**config.mk**
```make
export PLATFORM = sky130hd
export DESIGN_NAME = sysclk_ratio_gen
export DESIGN_NICKNAME = d
export VERILOG_FILES = /design/src/rtl/sysclk_ratio_pkg.sv /design/src/rtl/sysclk_div_counter.sv /design/src/rtl/sysclk_cfg_stage.sv /design/src/rtl/sysclk_ratio_gen.sv
export SDC_FILE = /design/constraint.sdc
export NUM_CORES = 1
export LEC_CHECK = 0
export BUFFER_PORTS_ARGS = -buffer_cell sky130_fd_sc_hd__buf_2
export CORE_UTILIZATION = 32
export DETAILED_ROUTE_END_ITERATION = 7
export GPL_ROUTABILITY_DRIVEN = 1
export GPL_TIMING_DRIVEN = 0
export PLACE_DENSITY = 0.52
export SLEW_MARGIN = 20
export SYNTH_ARGS = -nofsm -noshare
export SYNTH_HDL_FRONTEND = slang
export SYNTH_HIERARCHICAL = 1
export SYNTH_SLANG_ARGS = --single-unit
```
**constraint.sdc**
```tcl
create_clock -name clk -period 4.8 [get_ports clk]
set_input_delay 1.2 -clock clk [delete_from_list [all_inputs] [get_ports clk]]
set_output_delay 1.2 -clock clk [all_outputs]
set_load 0.02 [all_outputs]
```
**src/rtl/sysclk_ratio_pkg.sv**
```systemverilog
// Package: shared field positions, configuration type and divisor decode
// for the system clock ratio generator.
// Assumes divisors never exceed 2**DIV_W - 1.
package sysclk_ratio_pkg;

    localparam int DIV_W    = 6;   // counter / divisor width, holds up to 32
    localparam int CORE_LSB = 25;  // core select field, 3 bits
    localparam int BUS_LSB  = 20;  // bus select field, 3 bits
    localparam int PER_LSB  = 18;  // peripheral select field, 2 bits
    localparam int SRC_BIT  = 23;  // 1: PLL cycles are ticks, 0: crystal ticks

    typedef struct packed {
        logic       src_pll;
        logic [2:0] core_sel;
        logic [2:0] bus_sel;
        logic [1:0] per_sel;
    } ratio_cfg_t;

    // Extract the used fields from a raw configuration word.
    function automatic ratio_cfg_t unpack_cfg(input logic [31:0] w);
        ratio_cfg_t c;
        c.src_pll  = w[SRC_BIT];
        c.core_sel = w[CORE_LSB +: 3];
        c.bus_sel  = w[BUS_LSB +: 3];
        c.per_sel  = w[PER_LSB +: 2];
        return c;
    endfunction

    // Core ratio: powers of two up to 16; reserved codes alias to 1.
    function automatic logic [DIV_W-1:0] core_ratio(input logic [2:0] sel);
        logic [DIV_W-1:0] r;
        if (sel <= 3'd4) r = DIV_W'(1) << sel;
        else             r = DIV_W'(1);
        return r;
    endfunction

    // Bus ratio: power-of-two table with 5 and 6 mixed in.
    function automatic logic [DIV_W-1:0] bus_ratio(input logic [2:0] sel);
        logic [DIV_W-1:0] r;
        case (sel)
            3'd0:    r = DIV_W'(1);
            3'd1:    r = DIV_W'(2);
            3'd2:    r = DIV_W'(4);
            3'd3:    r = DIV_W'(5);
            3'd4:    r = DIV_W'(6);
            3'd5:    r = DIV_W'(8);
            3'd6:    r = DIV_W'(16);
            default: r = DIV_W'(32);
        endcase
        return r;
    endfunction

    // Peripheral ratio: plain power of two.
    function automatic logic [DIV_W-1:0] per_ratio(input logic [1:0] sel);
        return DIV_W'(1) << sel;
    endfunction

endpackage

```
**src/rtl/sysclk_div_counter.sv**
```systemverilog
// Module: one modulo-N tick counter.
// Counts cycles in which adv is high and flags the last one of each period.
// Assumes div is at least 1 and changes only in a cycle right after a wrap.
module sysclk_div_counter #(
    parameter int DIV_W = 6
) (
    input  logic             clk,
    input  logic             rst_n,
    input  logic             adv,
    input  logic [DIV_W-1:0] div,
    output logic             term
);

    logic [DIV_W-1:0] cnt;

    // Terminal flag: this advancing cycle closes the current period.
    assign term = adv && (cnt == div - DIV_W'(1));

    // Phase counter: wrap to zero at the end of a period, else step on adv.
    always_ff @(posedge clk) begin
        if (!rst_n)     cnt <= '0;
        else if (term)  cnt <= '0;
        else if (adv)   cnt <= cnt + DIV_W'(1);
    end

    // with divisor 1 every advancing cycle produces a pulse.
    assert_div1_every_tick_R6: assert property (@(posedge clk) disable iff (!rst_n)
        (adv && div == DIV_W'(1)) |-> term);

    // no pulse is produced in a cycle without a source tick.
    assert_pulse_needs_tick_R5: assert property (@(posedge clk) disable iff (!rst_n)
        !adv |-> !term);

endmodule

```
**src/rtl/sysclk_cfg_stage.sv**
```systemverilog
// Module: configuration staging.
// Captures the word on a load strobe and moves it to the active set
// only in a cycle where all dividers end their periods together.
// Assumes boundary is high only when every counter is terminal.
module sysclk_cfg_stage
    import sysclk_ratio_pkg::*;
(
    input  logic        clk,
    input  logic        rst_n,
    input  logic        load,
    input  logic [31:0] word,
    input  logic        boundary,
    output ratio_cfg_t  active
);

    ratio_cfg_t staged;
    logic       pending;

    // Staging register: the latest load wins.
    always_ff @(posedge clk) begin
        if (!rst_n)    staged <= '0;
        else if (load) staged <= unpack_cfg(word);
    end

    // Pending flag: set by a load, cleared when applied (a load in the
    // apply cycle keeps it set so the newer word is applied later).
    always_ff @(posedge clk) begin
        if (!rst_n)                   pending <= 1'b0;
        else if (load)                pending <= 1'b1;
        else if (boundary && pending) pending <= 1'b0;
    end

    // Active set: updated only at a common period boundary.
    always_ff @(posedge clk) begin
        if (!rst_n)                   active <= '0;
        else if (boundary && pending) active <= staged;
    end

    // the active set changes only after a boundary with a word waiting.
    assert_apply_on_boundary_R7: assert property (@(posedge clk) disable iff (!rst_n)
        (active != $past(active)) |-> $past(boundary && pending));

    // the first cycle out of reset sees the all-zero configuration.
    assert_reset_cfg_zero_R8: assert property (@(posedge clk) disable iff (!rst_n)
        $rose(rst_n) |-> (active == '0 && !pending));

endmodule

```
**src/rtl/sysclk_ratio_gen.sv**
```systemverilog
// Module: top of the system clock ratio generator.
// Derives core, bus and peripheral enable pulses from one source tick.
// The peripheral counter advances on bus pulses (cascade).
// Assumes xtal_tick is already synchronous to clk.
module sysclk_ratio_gen
    import sysclk_ratio_pkg::*;
(
    input  logic        clk,
    input  logic        rst_n,
    input  logic        xtal_tick,
    input  logic        cfg_load,
    input  logic [31:0] cfg_word,
    output logic        core_en,
    output logic        bus_en,
    output logic        per_en
);

    ratio_cfg_t       active;
    logic             src_tick;
    logic             boundary;
    logic [DIV_W-1:0] core_div, bus_div, per_div;

    // Source tick selection from the active configuration.
    assign src_tick = active.src_pll ? 1'b1 : xtal_tick;

    // Divisor decode of the active select fields.
    assign core_div = core_ratio(active.core_sel);
    assign bus_div  = bus_ratio(active.bus_sel);
    assign per_div  = per_ratio(active.per_sel);

    // Common boundary: core and cascaded peripheral both end here.
    assign boundary = core_en && per_en;

    sysclk_cfg_stage u_stage (
        .clk      (clk),
        .rst_n    (rst_n),
        .load     (cfg_load),
        .word     (cfg_word),
        .boundary (boundary),
        .active   (active)
    );

    sysclk_div_counter #(.DIV_W(DIV_W)) u_core (
        .clk   (clk),
        .rst_n (rst_n),
        .adv   (src_tick),
        .div   (core_div),
        .term  (core_en)
    );

    sysclk_div_counter #(.DIV_W(DIV_W)) u_bus (
        .clk   (clk),
        .rst_n (rst_n),
        .adv   (src_tick),
        .div   (bus_div),
        .term  (bus_en)
    );

    sysclk_div_counter #(.DIV_W(DIV_W)) u_per (
        .clk   (clk),
        .rst_n (rst_n),
        .adv   (bus_en),
        .div   (per_div),
        .term  (per_en)
    );

    // peripheral pulses fall only on bus pulses.
    assert_per_within_bus_R4: assert property (@(posedge clk) disable iff (!rst_n)
        per_en |-> bus_en);

    // in crystal mode, no enable without a crystal tick.
    assert_xtal_gates_all_R5: assert property (@(posedge clk) disable iff (!rst_n)
        (!active.src_pll && !xtal_tick) |-> (!core_en && !bus_en && !per_en));

endmodule

```
# Word-level counts from Yosys, hierarchy flattened
# Cells that the tools add are included.
[word_totals]
word_cells = 46
register_bits = 37
input_bits = 36
output_inout_bits = 3
[classes]
reduce_logical = 10
eq_ne = 9
addsub = 6
shifts = 2
mux = 5
bitwise = 1
order_cmp = 1
[op_table]
columns = ["op", "n"]
rows = [
  ["case mux 6 bit (7 select lines)", 1],
  ["adder 6 x 1 -> 6 bit (second input constant)", 3],
  ["== test 6 bit", 3],
  ["subtractor 6 x 1 -> 6 bit (second input constant)", 3],
  ["== test 3 bit (second input constant)", 3],
  ["== test 3 x 2 -> 1 bit (second input constant)", 2],
  ["2-to-1 mux 6 bit", 1],
  ["OR reduction 2 bit", 3],
  ["<< shifter 1 x 2 -> 6 bit (first input constant)", 1],
  ["<< shifter 1 x 3 -> 6 bit (first input constant)", 1],
  ["logical AND 1 bit", 5],
  ["== test 3 x 1 -> 1 bit (second input constant)", 1],
  ["less-or-equal comparator 3 bit (second input constant)", 1],
  ["zero test 3 bit", 1],
  ["2-to-1 mux 1 bit", 3],
  ["nonzero test 2 bit", 1],
  ["inverter 1 bit", 1],
]

# Longest topological paths before layout
# Gate-level depths: netlist of run 1.
[depth]
ltp_word = 10
ltp_mapped = 16
ltp_nobuf = 14

# Modules after synthesis
# The synthesis of run 1 kept the hierarchy.
[modules_own_cells]
columns = ["module", "cells_each", "seq_area_each_um2", "area_per_inst_um2", "instances"]
rows = [
  ["sysclk_div_counter", 51, 120.1, 469.2, 3],
  ["sysclk_cfg_stage", 74, 380.4, 744.5, 1],
  ["sysclk_ratio_gen", 26, 0.0, 187.7, 1],
]

# Worst setup path after synthesis of run 1
# No wires, ideal clock.
[synth_timing]
path_kind = "input-to-output"
from = "input port xtal_tick"
to = "output port per_en"
path_buffers = 2
required_ns = 3.600
slack_ns = 0.191
t_arrival_ns = 3.409
path_stages = 9
cell_sequence = "or2_2 clkbuf_1 nand3_1 nor4b_4 and2_1 clkbuf_1 nand3_1 nor4b_4 and2_1"
[synth_between]
elab_chain_cells = 3
[synth_lines]
columns = ["item", "line", "rtl"]
rows = [
  ["from (decl)", "sysclk_ratio_gen.sv:10", "input logic xtal_tick,"],
  ["2-to-1 mux 1 bit", "sysclk_ratio_gen.sv:24", "assign src_tick = active.src_pll ? 1'b1 : xtal_tick;"],
  ["logical AND 1 bit", "sysclk_div_counter.sv:17", "assign term = adv && (cnt == div - DIV_W'(1));"],
  ["via bus_en", "sysclk_ratio_gen.sv:14", "output logic bus_en,"],
  ["logical AND 1 bit", "sysclk_div_counter.sv:17", ""],
  ["to (decl)", "sysclk_ratio_gen.sv:15", "output logic per_en"],
]
# The timed path passes the listed nets, and every way through them passes these cells.

# Worst setup path in the final report of run 1
[layout_timing]
from = "input port xtal_tick"
to = "output port per_en"
[layout_between]
elab_chain_cells = 3
[layout_lines]
columns = ["item", "line", "rtl"]
rows = [
  ["2-to-1 mux 1 bit", "sysclk_ratio_gen.sv:24", ""],
  ["via src_tick", "sysclk_ratio_gen.sv:19", "logic src_tick;"],
  ["logical AND 1 bit (2 in a row)", "sysclk_div_counter.sv:17", ""],
]
# The timed path passes the listed nets, and every way through them passes these cells.

==> metrics.md, run 1 <==
| Metric | Value |
|---|---|
| Max FO, Critical Path | 7 |
| CP arrival | 3.38 ns |
| Post-synth ARST share | 0 |
| Wirelength per Cell | 12.0 um |
| Residual DRC | 0 |
| Antenna diode count | 0 |
| Multi-input logic area | 1500 um^2 |
| Clock skew | 0.0111 ns |
| PwrDens | 241 nW/um^2 |
| #FFs+latches synth | 37 |
| GRT Total Usage | 0.129 |
| CTS tree | yes |
| Grt ovf | 0 |
| Core Area | 6940 um^2 |
| Peak VDD IR | 0.0000903 V |
| I/O pin cnt | 39 |
| Rel. slew slack | 0.577 |
| Max frequency | 0.219 GHz |
| Final core occ | 0.384 |
| Clock Path Buffers | 2 |
| CP max stage delay | 0.43 ns |
| Finished Layout Cells | 374 |
| Pleak | 0.00102 uW |
| Seq/Total Area, Yosys | 0.317 |
| CP max-delay cell | nor4b_4 |
| Register Area | 742 um^2 |
| Total CTS buffers | 5 |
| Layout cells sized above 1 | 0.194 |
| Mapped Area | 2340 um^2 |
| Initial DRC count | 38 |
| Req. time, crit path | 3.60 ns |
| Vias in the first global route | 1669 |
| DP Worst Slack | -0.298 ns |
| Clock Latency Late Sink | 0.29 ns |
| Clk root buf | clkbuf_8 |
| Port Buffers | 14 |
| YS warnings | 6 |
| Vias per inst | 4.68 |
| First-pass GRT wire length | 7.75 mm |
| Period utilization | 0.953 |
| NumNets Final | 321 |
| WHS | 0.456 ns |
| Hold Buf Count CTS | 0 |
| Syn_area_per_cell | 9.25 um^2 |
| Row Count | 30 |
| Routability cong. | 0.715 |
| Worst-path cell chain | buf_2 -> or2_2 -> clkbuf_1 -> nand3_1 -> nor4b_4 -> and2_4 -> nand3_1 -> nor4b_4 -> and2_1 -> buf_2 |
| Critical Path End Type | output pin |
| Finish-stage setup viols | 0 |
| Die area | 7660 um^2 |
| H-tree Lvls | 2 |
| Largest delay share family, worst path | simple AND/OR/NAND/NOR gates |
| Clk sink count | 37 |
| Fin crit period | 4.58 ns |
| Final setup margin | 0.223 ns |
| Clock slew at the register clock pins of the worst setup and hold paths | 0.08 ns |
| Detail Placement HPWL | 3.23 mm |
| P&R area growth vs syn | 13.9% |
| Placed cells | 365 |
| Yosys cell types | 38 |
| Initial antenna violation count | 0 |
| Antenna-violating nets left | 0 |
| Initial DRT Pass Iterations | 4 |
| Worst setup SP type | input port |
| Starting density of the core | 0.337 |
| Total number of vias | 1752 |
| Fin. max-slew vios | 0 |
| MaxCap Viol Count | 0 |
| Status | complete, no violations |
| Worst Tran Pin Value | 0.633 ns |
| Wirelength, routed | 4.50 mm |
| Largest net degree at the start of global routing | 15 |
| Ys flop type | dfxtp_1 |
| Gate Count Post-Synth | 253 |
| Crit Path Category | input port to output pin |
| Final Hold Fails | 0 |
| Buf/Inv on CP | 3 |
| RSZ-0062 raised after global routing | no |
| Number of fillers in the final layout | 714 |
| Die Height | 87.5 um |
| Post-synth EDFFs | 0 |
| Chip Width | 87.5 um |
| Min-delay worst type | flop to flop |
## layout make-up
class,count,area share
Sequential cell,37,0.279
Inverter,14,0.0197
Clock buffer,5,0.0258
Multi-Input combinational cell,194,0.563
Timing Repair Buffer,16,0.0319
Tap cell,96,0.0451
Buffer,9,0.0263
Clock inverter,3,0.00939
## worst paths after layout
path                      from                 to  slack (ns)  cells past startpoint
min reg2reg  u_stage/active[8]  u_stage/active[8]        0.46                      2
max reg2reg  u_stage/active[3]    u_stage/pending        1.22                     15
max                  xtal_tick             per_en        0.22                     10
min          u_stage/active[8]  u_stage/active[8]        0.46                      2
## cell families after synthesis
| group | Yosys count | share of synthesized area |
|---|---|---|
| and+or+nand+nor | 95 | 0.274 |
| AOI/OAI and AO/OA | 40 | 0.122 |
| DFF | 37 | 0.317 |
| xor gates and xnor gates | 35 | 0.131 |
| buffers and inverters | 24 | 0.0540 |
| muxes | 13 | 0.0578 |
| adders and majority gates | 8 | 0.0428 |
| other | 1 | 0.00160 |
## metal layers
metal  track usage  vias up  wire [um]  part of all wire
li1              -      940          -                 -
met1         0.169      801       2380              0.53
met2         0.214        9       2020              0.45
met3        0.0284        2         82             0.018
met4        0.0313        0         14            0.0031
met5             0        -          0                 0
## power by group
part	total (uW)	switching (uW)	internal (uW)	leakage, uW
clock network	230	125	105	0.0000447
registers	326	8.96	317	0.000301
logic	86.4	45.9	40.5	0.000670
total	642	180	462	0.00102
## state kept, by name, summed over array words and instances (netlist names)
| register | count |
|---|---|
| u_bus/cnt | 6 |
| u_core/cnt | 6 |
| u_per/cnt | 6 |
| u_stage/active | 9 |
| u_stage/pending | 1 |
| u_stage/staged | 9 |
## per-stage QoR
step / area, um^2 / TNS, ns / power [uW]
after floorplan: 2350 / 0 / 394
after global placement: 2540 / -0.297 / 415
after detailed placement: 2540 / -0.298 / 416
after CTS: 2650 / 0 / 654
after global routing: 2660 / 0 / 677
final: 2660 / 0 / 642
## timing repair
action,in CTS,in global routing
endpoints found under the hold margin,0,0
endpoints found under the setup margin,1,1
pin swaps,1,1
setup buffers,1,1
resized for setup,3,2
## worst min-delay path: stages, from the launching register on
cell,delay (ns)
dfxtp_1,0.31
nand2_1,0.05
o21ai_1,0.05
## layout by cell type, fill, tap and decap left out, types with 5 or more instances in the layout
cell type,synthesis,final
inv_1,14,14
xor2_1,16,16
nand3_1,6,6
o21ai_1,9,9
mux2i_1,12,12
buf_2,2,16
ha_1,8,8
nor2b_1,18,18
a211oi_1,18,18
nor2_1,11,10
xnor2_1,19,19
dfxtp_1,37,36
nand4_1,15,15
nand2_1,16,16
clkbuf_8,0,5
## cell usage after synthesis, types with 5 or more instances
cell	number	area, um^2
and2_1	5	31.3
xor2_1	16	140
inv_1	14	52.6
ha_1	8	100
a211oi_1	18	135
nor2_1	11	41.3
xnor2_1	19	166
nor2b_1	18	113
mux2i_1	12	120
nand3_1	6	30.0
o21ai_1	9	45.0
nand2_1	16	60.1
nand4_1	15	93.8
dfxtp_1	37	741
Power figures use the tool's default switching activity.
==> inputs of run 2 (changes only) <==
==> constraint.sdc (replaced) <==
create_clock -name clk -period 4.8 [get_ports clk]
set_input_delay 0.72 -clock clk [delete_from_list [all_inputs] [get_ports clk]]
set_output_delay 0.72 -clock clk [all_outputs]
set_load 0.02 [all_outputs]
==> run 2 against run 1 <==
Via count rose by 0.29%. Count of clock-buffer cells in the layout unchanged. Die area did not move. Sequential power about the same. Highest routed layer unchanged.
==> metrics.md, run 2 (same netlist as run 1, synthesis figures left out) <==
| Metric | Value |
|---|---|
| P&R area growth vs syn | 13.6% |
| Residual DRC | 0 |
| Worst Tran Pin Value | 0.633 ns |
| Initial DRC count | 33 |
| Largest net degree at the start of global routing | 15 |
| Status | complete, no violations |
| Chip Width | 87.5 um |
| Detail Placement HPWL | 3.23 mm |
| Die area | 7660 um^2 |
| CP arrival | 3.73 ns |
| Max FO, Critical Path | 7 |
| Period utilization | 0.927 |
| H-tree Lvls | 2 |
| Antenna diode count | 0 |
| Rel. slew slack | 0.577 |
| Final Hold Fails | 0 |
| Fin crit period | 4.45 ns |
| Number of fillers in the final layout | 713 |
| Clock slew at the register clock pins of the worst setup and hold paths | 0.09 ns |
| Critical Path End Type | output pin |
| Crit Path Category | flop to output pin |
| Worst setup SP type | flop |
| Initial antenna violation count | 0 |
| Total number of vias | 1757 |
| RSZ-0062 raised after global routing | no |
| Row Count | 30 |
| Core Area | 6940 um^2 |
| Commonest cells after routing, fill and taps aside | 37 x dfxtp_1, 19 x xnor2_1, 18 x nor2b_1, 18 x a211oi_1 |
| Pleak | 0.00102 uW |
| Antenna-violating nets left | 0 |
| PwrDens | 242 nW/um^2 |
| CTS tree | yes |
| Vias in the first global route | 1666 |
| Peak VDD IR | 0.0000882 V |
| Clock Latency Late Sink | 0.29 ns |
| Starting density of the core | 0.337 |
| Placed cells | 365 |
| First-pass GRT wire length | 7.73 mm |
| Wirelength, routed | 4.48 mm |
| WHS | 0.456 ns |
| DP Worst Slack | 0.384 ns |
| Final setup margin | 0.349 ns |
| Req. time, crit path | 4.08 ns |
| Finished Layout Cells | 375 |
| MaxCap Viol Count | 0 |
| Die Height | 87.5 um |
| I/O pin cnt | 39 |
| Initial DRT Pass Iterations | 4 |
| Clk sink count | 37 |
| NumNets Final | 322 |
| Clk root buf | clkbuf_8 |
| Total CTS buffers | 5 |
| Most common cell after layout, fill and taps aside | dfxtp_1 |
| Vias per inst | 4.69 |
| Wirelength per Cell | 11.9 um |
| Port Buffers | 14 |
| Finish-stage setup viols | 0 |
| Max frequency | 0.225 GHz |
| Layout cells sized above 1 | 0.190 |
| CP most frequent cell | and2_1 |
| Worst-path cell chain | xnor2_1 -> nor2_1 -> inv_1 -> ha_1 -> nor2b_1 -> or3_1 -> a31oi_2 -> and2_1 -> nand3_1 -> nor4b_4 -> and2_1 -> buf_2 |
| CP max-delay cell | dfxtp_1 |
| Setup TNS | 0 ns |
| Min-delay worst type | flop to flop |
| Routability cong. | 0.715 |
| CP max stage delay | 0.48 ns |
| Clock skew | 0.0101 ns |
| Fin. max-slew vios | 0 |
| GRT Total Usage | 0.128 |
| Grt ovf | 0 |
| Clock Path Buffers | 2 |
| Biggest regs | u_stage/active: 9 flops, u_stage/staged: 9 flops |
run 2: repair_timing:
item                                    4_1_cts  5_1_grt
resized for setup                             0        1
hold buffers                                  0        0
setup buffers                                 0        3
endpoints found under the setup margin        0        1
endpoints found under the hold margin         0        0
run 2: area by class of cell:
type                       count  area (um^2)  area share
inverter                      14         52.6      0.0198
clock inverter                 3         25.0     0.00941
multi-input combinational    194         1490       0.560
clock buffer                   5         68.8      0.0259
timing repair buffer          17         92.6      0.0348
buffer                         9         70.1      0.0264
sequential                    37          741       0.279
tap                           96          120      0.0452
run 2: path summary, 6_finish.rpt:
| kind | startpoint | end | slack (ns) | depth (start not counted) |
|---|---|---|---|---|
| worst max-delay path | u_stage/active[4] | per_en | 0.35 | 12 |
| worst min-delay path | u_stage/active[8] | u_stage/active[8] | 0.46 | 2 |
| worst max register to register | u_stage/active[4] | u_stage/pending | 0.82 | 15 |
| worst min register to register | u_stage/active[8] | u_stage/active[8] | 0.46 | 2 |
run 2: critical path, delay by kind of cell (launching register included):
kind | cells | cell delay (ns)
AO/OA/AOI/OAI | 1 | 0.36
AND/OR/NAND/NOR | 7 | 2.02
adder cells (fa/ha/maj) | 1 | 0.22
XOR/XNOR | 1 | 0.11
buffers and inverters | 2 | 0.25
flip-flops | 1 | 0.48
run 2: per-stage QoR:
stage | power, uW | area (um^2) | util
after floorplan | 394 | 2350 | -
final | 642 | 2660 | 0.383
after CTS | 653 | 2630 | 0.379
after global placement | 415 | 2540 | 0.365
after global routing | 677 | 2660 | 0.383
after detailed placement | 416 | 2540 | 0.365
run 2: per-layer routing:
metal | vias up | part of all wire | GRT usage
met5 | - | 0 | 0
met4 | 0 | 0.0031 | 0.0313
met3 | 2 | 0.018 | 0.0284
met2 | 9 | 0.45 | 0.211
met1 | 804 | 0.53 | 0.170
li1 | 942 | - | -
run 2: report_power, final:
part | switching (uW) | leakage (uW) | total [uW] | internal [uW]
sequential | 8.95 | 0.000301 | 326 | 317
clock | 126 | 0.0000447 | 231 | 105
combinational | 46.0 | 0.000671 | 86.1 | 40.1
